**config.mk**
```make
export PLATFORM = sky130hd
export DESIGN_NAME = f2x_sat_conv
export DESIGN_NICKNAME = d
export VERILOG_FILES = /design/src/rtl/f2x_pkg.sv /design/src/rtl/f2x_classify.sv /design/src/rtl/f2x_align.sv /design/src/rtl/f2x_sticky.sv /design/src/rtl/f2x_sat_conv.sv
export SDC_FILE = /design/constraint.sdc
export NUM_CORES = 1
export LEC_CHECK = 0
export ABC_AREA = 1
export BUFFER_PORTS_ARGS = -buffer_cell sky130_fd_sc_hd__buf_2
export CAP_MARGIN = 10
export CORE_MARGIN = 2
export CORE_UTILIZATION = 55
export CTS_BUF_LIST = sky130_fd_sc_hd__clkbuf_8
export DETAILED_ROUTE_END_ITERATION = 16
export PLACE_DENSITY_LB_ADDON = 0.15
export SYNTH_ARGS = -nofsm -noshare
export SYNTH_HDL_FRONTEND = slang
export SYNTH_SLANG_ARGS = --single-unit
export TNS_END_PERCENT = 30
```
**constraint.sdc**
```tcl
create_clock -name clk -period 0.8 [get_ports clk]
set_input_delay 0.08 -clock clk [delete_from_list [all_inputs] [get_ports clk]]
set_output_delay 0.08 -clock clk [all_outputs]
set_load 0.005 [all_outputs]
```
**src/rtl/f2x_pkg.sv**
```systemverilog
`timescale 1ns/1ps
package f2x_pkg;

  localparam int FP_W     = 32;
  localparam int EXP_W    = 8;
  localparam int FRAC_W   = 23;
  localparam int SCALE_W  = 5;
  localparam int INT_W    = 32;
  localparam int EXP_BIAS = 127;
  localparam int EFF_W    = EXP_W + 2;
  localparam int SH_W     = $clog2(INT_W);

  // scaled pattern of an exact most-negative integer
  localparam logic [FP_W-1:0] MIN_INT_PATTERN =
    {1'b1, EXP_W'(EXP_BIAS + INT_W - 1), {FRAC_W{1'b0}}};

  typedef struct packed {
    logic              sign;
    logic [EXP_W-1:0]  bexp;
    logic [FRAC_W-1:0] frac;
  } fp_word_t;

  typedef enum logic [2:0] {
    PATH_NAN,
    PATH_TINY,
    PATH_NEG_UNS,
    PATH_CLAMP,
    PATH_SHIFT
  } conv_path_e;

  typedef logic signed [EFF_W-1:0] eff_exp_t;

  // unbiased exponent plus scale
  function automatic eff_exp_t eff_exponent(input logic [EXP_W-1:0] bexp,
                                            input logic [SCALE_W-1:0] scale);
    return eff_exp_t'({{(EFF_W-EXP_W){1'b0}}, bexp})
         + eff_exp_t'({{(EFF_W-SCALE_W){1'b0}}, scale})
         - eff_exp_t'(EXP_BIAS);
  endfunction

  // true when operand + (scale << FRAC_W) lands on the most-negative pattern
  function automatic logic is_min_exempt(input logic [FP_W-1:0] op,
                                         input logic [SCALE_W-1:0] scale);
    logic [FP_W-1:0] lifted;
    lifted = {{(FP_W-SCALE_W-FRAC_W){1'b0}}, scale, {FRAC_W{1'b0}}};
    return (op + lifted) == MIN_INT_PATTERN;
  endfunction

  // in-range signed conversion, truncating toward zero
  function automatic logic [INT_W-1:0] trunc_signed(input logic [FRAC_W-1:0] frac,
                                                    input eff_exp_t e,
                                                    input logic neg);
    logic [INT_W-1:0] aligned;
    logic [INT_W-1:0] mag;
    logic [SH_W-1:0]  sh;
    aligned = {1'b0, 1'b1, frac, {(INT_W-2-FRAC_W){1'b0}}};
    sh      = SH_W'(eff_exp_t'(INT_W - 2) - e);
    mag     = aligned >> sh;
    return neg ? (~mag + 1'b1) : mag;
  endfunction

  // in-range unsigned conversion, truncating toward zero
  function automatic logic [INT_W-1:0] trunc_unsigned(input logic [FRAC_W-1:0] frac,
                                                      input eff_exp_t e);
    logic [INT_W-1:0] aligned;
    logic [SH_W-1:0]  sh;
    aligned = {1'b1, frac, {(INT_W-1-FRAC_W){1'b0}}};
    sh      = SH_W'(eff_exp_t'(INT_W - 1) - e);
    return aligned >> sh;
  endfunction

  // limit chosen by a clamp
  function automatic logic [INT_W-1:0] clamp_value(input logic signed_mode,
                                                   input logic neg);
    if (!signed_mode) return {INT_W{1'b1}};
    return neg ? {1'b1, {(INT_W-1){1'b0}}} : {1'b0, {(INT_W-1){1'b1}}};
  endfunction

endpackage

```
**src/rtl/f2x_classify.sv**
```systemverilog
`timescale 1ns/1ps
module f2x_classify
  import f2x_pkg::*;
(
  input  fp_word_t             op_i,
  input  logic [SCALE_W-1:0]   scale_i,
  input  logic                 signed_i,
  output conv_path_e           path_o,
  output eff_exp_t             eff_o,
  output logic                 exempt_o,
  output logic                 sat_event_o
);

  logic is_nan;
  logic is_tiny;
  logic over_signed;
  logic over_unsigned;

  assign eff_o         = eff_exponent(op_i.bexp, scale_i);
  assign is_nan        = (op_i.bexp == {EXP_W{1'b1}}) && (op_i.frac != '0);
  assign is_tiny       = eff_o < eff_exp_t'(0);
  assign over_signed   = eff_o >= eff_exp_t'(INT_W - 1);
  assign over_unsigned = eff_o >= eff_exp_t'(INT_W);
  assign exempt_o      = is_min_exempt(op_i, scale_i);

  // priority: NaN, small magnitude, then mode-specific range tests
  always_comb begin
    if (is_nan)             path_o = PATH_NAN;
    else if (is_tiny)       path_o = PATH_TINY;
    else if (signed_i)      path_o = over_signed ? PATH_CLAMP : PATH_SHIFT;
    else if (op_i.sign)     path_o = PATH_NEG_UNS;
    else if (over_unsigned) path_o = PATH_CLAMP;
    else                    path_o = PATH_SHIFT;
  end

  assign sat_event_o = ((path_o == PATH_CLAMP) && !(signed_i && exempt_o))
                     || (path_o == PATH_NEG_UNS);

endmodule

```
**src/rtl/f2x_align.sv**
```systemverilog
`timescale 1ns/1ps
module f2x_align
  import f2x_pkg::*;
(
  input  logic [FRAC_W-1:0] frac_i,
  input  logic              sign_i,
  input  eff_exp_t          eff_i,
  input  logic              signed_i,
  input  conv_path_e        path_i,
  output logic [INT_W-1:0]  value_o
);

  always_comb begin
    unique case (path_i)
      PATH_CLAMP: value_o = clamp_value(signed_i, sign_i);
      PATH_SHIFT: value_o = signed_i ? trunc_signed(frac_i, eff_i, sign_i)
                                     : trunc_unsigned(frac_i, eff_i);
      default:    value_o = '0;
    endcase
  end

endmodule

```
**src/rtl/f2x_sticky.sv**
```systemverilog
`timescale 1ns/1ps
module f2x_sticky (
  input  logic clk,
  input  logic rst_n,
  input  logic set_i,
  input  logic clr_i,
  output logic flag_o
);

  always_ff @(posedge clk or negedge rst_n) begin
    if (!rst_n)     flag_o <= 1'b0;
    else if (clr_i) flag_o <= 1'b0;
    else if (set_i) flag_o <= 1'b1;
  end

endmodule

```
**src/rtl/f2x_sat_conv.sv**
```systemverilog
`timescale 1ns/1ps
module f2x_sat_conv
  import f2x_pkg::*;
(
  input  logic               clk,
  input  logic               rst_n,
  input  logic               in_valid,
  input  logic [FP_W-1:0]    in_operand,
  input  logic [SCALE_W-1:0] in_scale,
  input  logic               in_signed,
  input  logic               sat_clear,
  output logic               out_valid,
  output logic [INT_W-1:0]   out_result,
  output logic               sat_sticky
);

  fp_word_t          op_w;
  conv_path_e        path_w;
  eff_exp_t          eff_w;
  logic              exempt_w;
  logic              sat_event_w;
  logic              sat_set_w;
  logic [INT_W-1:0]  value_w;

  assign op_w      = in_operand;
  assign sat_set_w = in_valid && sat_event_w;

  f2x_classify u_classify (
    .op_i        (op_w),
    .scale_i     (in_scale),
    .signed_i    (in_signed),
    .path_o      (path_w),
    .eff_o       (eff_w),
    .exempt_o    (exempt_w),
    .sat_event_o (sat_event_w)
  );

  f2x_align u_align (
    .frac_i   (op_w.frac),
    .sign_i   (op_w.sign),
    .eff_i    (eff_w),
    .signed_i (in_signed),
    .path_i   (path_w),
    .value_o  (value_w)
  );

  f2x_sticky u_sticky (
    .clk    (clk),
    .rst_n  (rst_n),
    .set_i  (sat_set_w),
    .clr_i  (sat_clear),
    .flag_o (sat_sticky)
  );

  always_ff @(posedge clk or negedge rst_n) begin
    if (!rst_n) begin
      out_valid  <= 1'b0;
      out_result <= '0;
    end else begin
      out_valid <= in_valid;
      if (in_valid) out_result <= value_w;
    end
  end

endmodule

```
==> results.cfg, run 1 <==
[synth]
yosysWarnings = 0
synth.most_common_cell = nand2_1
ys.flop_type = dfrtp_1
synth_commonest_cells = nand2_1, nand3_1, nor2_1
synth_area_leaders = nand2_1, dfrtp_1, nand3_1, o21ai_0, nor2_1
syn_nets = 1181
synth_edf_count = 0
ys_seq_elements = 34
synth_cell_types = 45
synth_top_area_share_pct = 22.6
yosysSeqAreaShare_pct = 13.9
yosysTopAreaCell = nand2_1
syn_inst = 1127
async_reset_ff_share_pct = 100
syn_area_per_cell_um2 = 5.42
netlist_area_mm2 = 0.00611

[cts]
clkSinkCount = 34
htree_levels = 2
clockBufferDepth = 2
clock-root-buffer = clkbuf_8
cts_inserted_buffers = 5

[floorplanning]
die_x_um = 109
initial_core_util_pct = 56.3
rows = 38
die_h_um = 109
ios = 76

[placed_design]
hpwl_um = 20500
portBuffers = 75
dp_slack_ns = -2.80
dp.cells = 1554
routabilityCongestion = 1.05

[status]
lastStage = global routing
tool.error = [ERROR GRT-0232] Routing congestion too high. Check the congestion heatmap in the GUI.
outcome = stopped before the end

[global_routing]
grt_use_total_pct = 67.1
overflow = 7
grt_max_degree = 37

[sta]
worst_endpoint = out_result[22]$_DFFE_PN0P_/D
worstEndpointType = register input
[repair_timing]
| action | CTS |
|---|---|
| endpoints found under the setup margin | 67 |
| hold endpoints to repair | 35 |
| setup buffers | 13 |
| hold buffers | 2 |
| gates resized for setup | 86 |
| gates cloned | 1 |
| pin swaps | 28 |
[metal layers]
layer,GRT overflow,global-route usage [%]
met5,0,11.2
met4,4,62.3
met3,0,47.7
met2,3,87.4
met1,0,68.7
[per-stage QoR]
step | area, um^2 | utilization (%)
floorplan | 6260 | -
global placement | 8560 | 79.0
detailed placement | 8560 | 79.0
CTS | 9130 | 84.2
[cell families after synthesis]
group | Yosys count | share of synthesized area [%]
AND/OR/NAND/NOR | 732 | 54.3
AO/OA/AOI/OAI | 190 | 16.9
buffers and inverters | 150 | 10.8
flip-flops | 34 | 13.9
adder cells (fa/ha/maj) | 12 | 2.70
XOR/XNOR | 8 | 1.15
multiplexers | 1 | 0.164
==> run 2: changes to the inputs <==
--- a/config.mk
+++ b/config.mk
@@ -9,8 +9,7 @@
 export BUFFER_PORTS_ARGS = -buffer_cell sky130_fd_sc_hd__buf_2
 export CAP_MARGIN = 10
 export CORE_MARGIN = 2
-export CORE_UTILIZATION = 55
-export CTS_BUF_LIST = sky130_fd_sc_hd__clkbuf_8
+export CORE_UTILIZATION = 40
 export DETAILED_ROUTE_END_ITERATION = 16
 export PLACE_DENSITY_LB_ADDON = 0.15
 export SYNTH_ARGS = -nofsm -noshare
==> run 2 against run 1 <==
Synthesized cell count unchanged. Area after synthesis unchanged. The flow now finishes, with violations (negative setup slack).
==> results.cfg, run 2 <==
[status]
outcome = complete, but fails checks
violations = negative setup slack

[cts]
clkSinkCount = 34
cts.clk_slew.worst_paths_ns = 0.06
clock-root-buffer = clkbuf_16
cts_inserted_buffers = 5
clockBufferDepth = 2
htree_levels = 2
cts_tree = built
clkLatencyLatePin_ns = 0.28

[sta]
maxSlewViolCount = 0
hold_slack_ns = 0.221
period_minus_slack_ns = 3.03
relSlewSlack_pct = 64.8
setup_ws_ns = -2.23
clock_skew_ns = 0
rsz0062_at_grt = true
hold_violations = 0
fmax_mhz = 330
setup_viol = 67
period_share_pct = 378
worst_slew_pin_slew_ns = 0.523

[synth]
syn_inst = 1127
yosysTopAreaCell = nand2_1
synth.most_common_cell = nand2_1
ys_seq_elements = 34
yosysWarnings = 0
synth_area_leaders = nand2_1, dfrtp_1, nand3_1, o21ai_0, nor2_1
syn_area_per_cell_um2 = 5.42
netlist_area_mm2 = 0.00611
yosysSeqAreaShare_pct = 13.9
synth_top_area_share_pct = 22.6
synth_edf_count = 0
async_reset_ff_share_pct = 100
synth_cell_types = 45
syn_nets = 1181
ys.flop_type = dfrtp_1
synth_commonest_cells = nand2_1, nand3_1, nor2_1

[layout]
syn2layout_area_growth_pct = 58.6
final_util_pct = 64.4
final_area_mm2 = 0.00969
multi_input_area_mm2 = 0.00520
top_regs = out_result: 32 flops, out_valid: 1 flops, u_sticky.flag_o: 1 flops
nNetsFinal = 1497
antenna_cells = 0
drive_above_1_share_pct = 39.9
layout_commonest_cell = nand2_1
largest-register = out_result
final_cell_mix = nand2_1, buf_4, nand3_1
fillers = 1462
largest_register_ffs = 32
seqCellArea_um2 = 851

[floorplanning]
die_x_um = 128
die_h_um = 128
core_area_mm2 = 0.0150
die-area_mm2 = 0.0163
rows = 45
ios = 76
initial_core_util_pct = 40.6

[drt]
drt-initial-drc-count = 826
wire_per_inst_um = 16.0
ant_nets = 0
first_pass_iters = 6
route.met3.wl_um = 1590
routed_wl_um = 26100
drt-met1-wl_um = 11700
viasPerCell = 5.30
num_vias = 8654
wl_met2_um = 12100
routed.top_layer = met4
drc = 0

[critical_path]
reg2reg_from = out_result[22]
startpoint_type = primary input
r2r_setup_slack_ns = 0.13
cp_data_arrival_time_ns = 3.24
crit_start = in_scale[0]
end_kind = register
crit_type = in2reg
required_ns = 1.01
crit_fanout = 6

[pwr]
power.density_mw_per_mm2 = 2220
ir_worst_vdd_mv = 1.51
leakage_uw = 0.00492
total_power_uw = 21500

[global_routing]
antenna_found_initial = 0
overflow = 0
grt_max_degree = 37
grt_pass1_wl_um = 40500
grt_use_total_pct = 31.4
grt_pass1_vias = 7872

[placed_design]
placed_area_mm2 = 0.00862
portBuffers = 75
hpwl_um = 20900
routabilityCongestion = 0.996
dp_slack_ns = -2.66

[job]
maxCapViolations = 0

[worst_hold_path]
worstHoldPathType = in2reg
hp-start = in_valid
[run 2: worst max-delay path: stages]
cell     delay, ns
buf_12        0.09
inv_12        0.03
ha_4          0.14
inv_2         0.05
fa_2          0.46
ha_4          0.38
inv_8         0.06
buf_12        0.14
nand3_4       0.08
nand2_4       0.05
o21ai_2       0.15
nand2_1       0.09
nand3_1       0.09
o21a_1        0.21
ha_4          0.17
nand3_4       0.07
nor2_4        0.13
nand3_4       0.14
nor2_4        0.17
nand3_2       0.08
nand2_1       0.08
nand2_1       0.06
nand3_2       0.07
nand2_2       0.05
a21oi_2       0.12
[run 2: timing repair]
action,in CTS,in global routing
pin swaps,25,48
cloned,1,2
hold endpoints to repair,35,0
hold buffers,2,0
gates resized for setup,81,101
endpoints found under the setup margin,67,67
buffers inserted,10,15
[run 2: worst paths after layout]
kind | endpoint | cells past startpoint
setup / recovery | out_result[28] | 25
hold / removal | out_valid | 2
setup reg to reg | out_result[22] | 2
hold reg to reg | u_sticky.flag_o | 2
max in group asynchronous | out_valid | 3
min in group asynchronous | out_result[30] | 3
[run 2: cell families (layout without fill, tap and decap cells)]
family                     after synthesis  after routing  share of synthesized area, %
AOI/OAI and AO/OA                      190            190                          16.9
xor gates and xnor gates                 8              8                          1.15
adders and majority gates               12             12                          2.70
buffers and inverters                  150            467                          10.8
DFF                                     34             34                          13.9
muxes                                    1              1                         0.164
and+or+nand+nor                        732            732                          54.3
[run 2: per-layer routing]
metal	track usage, %	vias to the layer above
met3	2.09	49
met1	44.2	3931
met4	7.69	0
met5	0	-
li1	-	4362
met2	52.2	312
[run 2: where the power goes]
group | internal [uW] | switching [uW] | total, uW | leakage [uW]
sequential | 1960 | 125 | 2090 | 0.000411
combinational | 7470 | 9420 | 16900 | 0.00441
clock | 1790 | 754 | 2540 | 0.0000940
total | 11200 | 10300 | 21500 | 0.00492
[run 2: cell type report]
| class | count | share of cell area, % |
|---|---|---|
| multi-input combinational | 943 | 53.7 |
| timing repair buffer | 372 | 29.3 |
| sequential | 34 | 8.78 |
| inverter | 87 | 3.77 |
| tap | 188 | 2.43 |
| clock buffer | 5 | 1.29 |
| clock inverter | 3 | 0.710 |
[run 2: per-stage QoR]
| stage | instances | setup TNS [ns] |
|---|---|---|
| after detailed placement | 1596 | -83.90 |
| final | 1632 | -71.17 |
| after global routing | 1632 | -77.12 |
| after floorplan | 1127 | -67.78 |
| after CTS | 1616 | -69.18 |
| after global placement | 1596 | -83.15 |
Power figures use the tool's default switching activity.
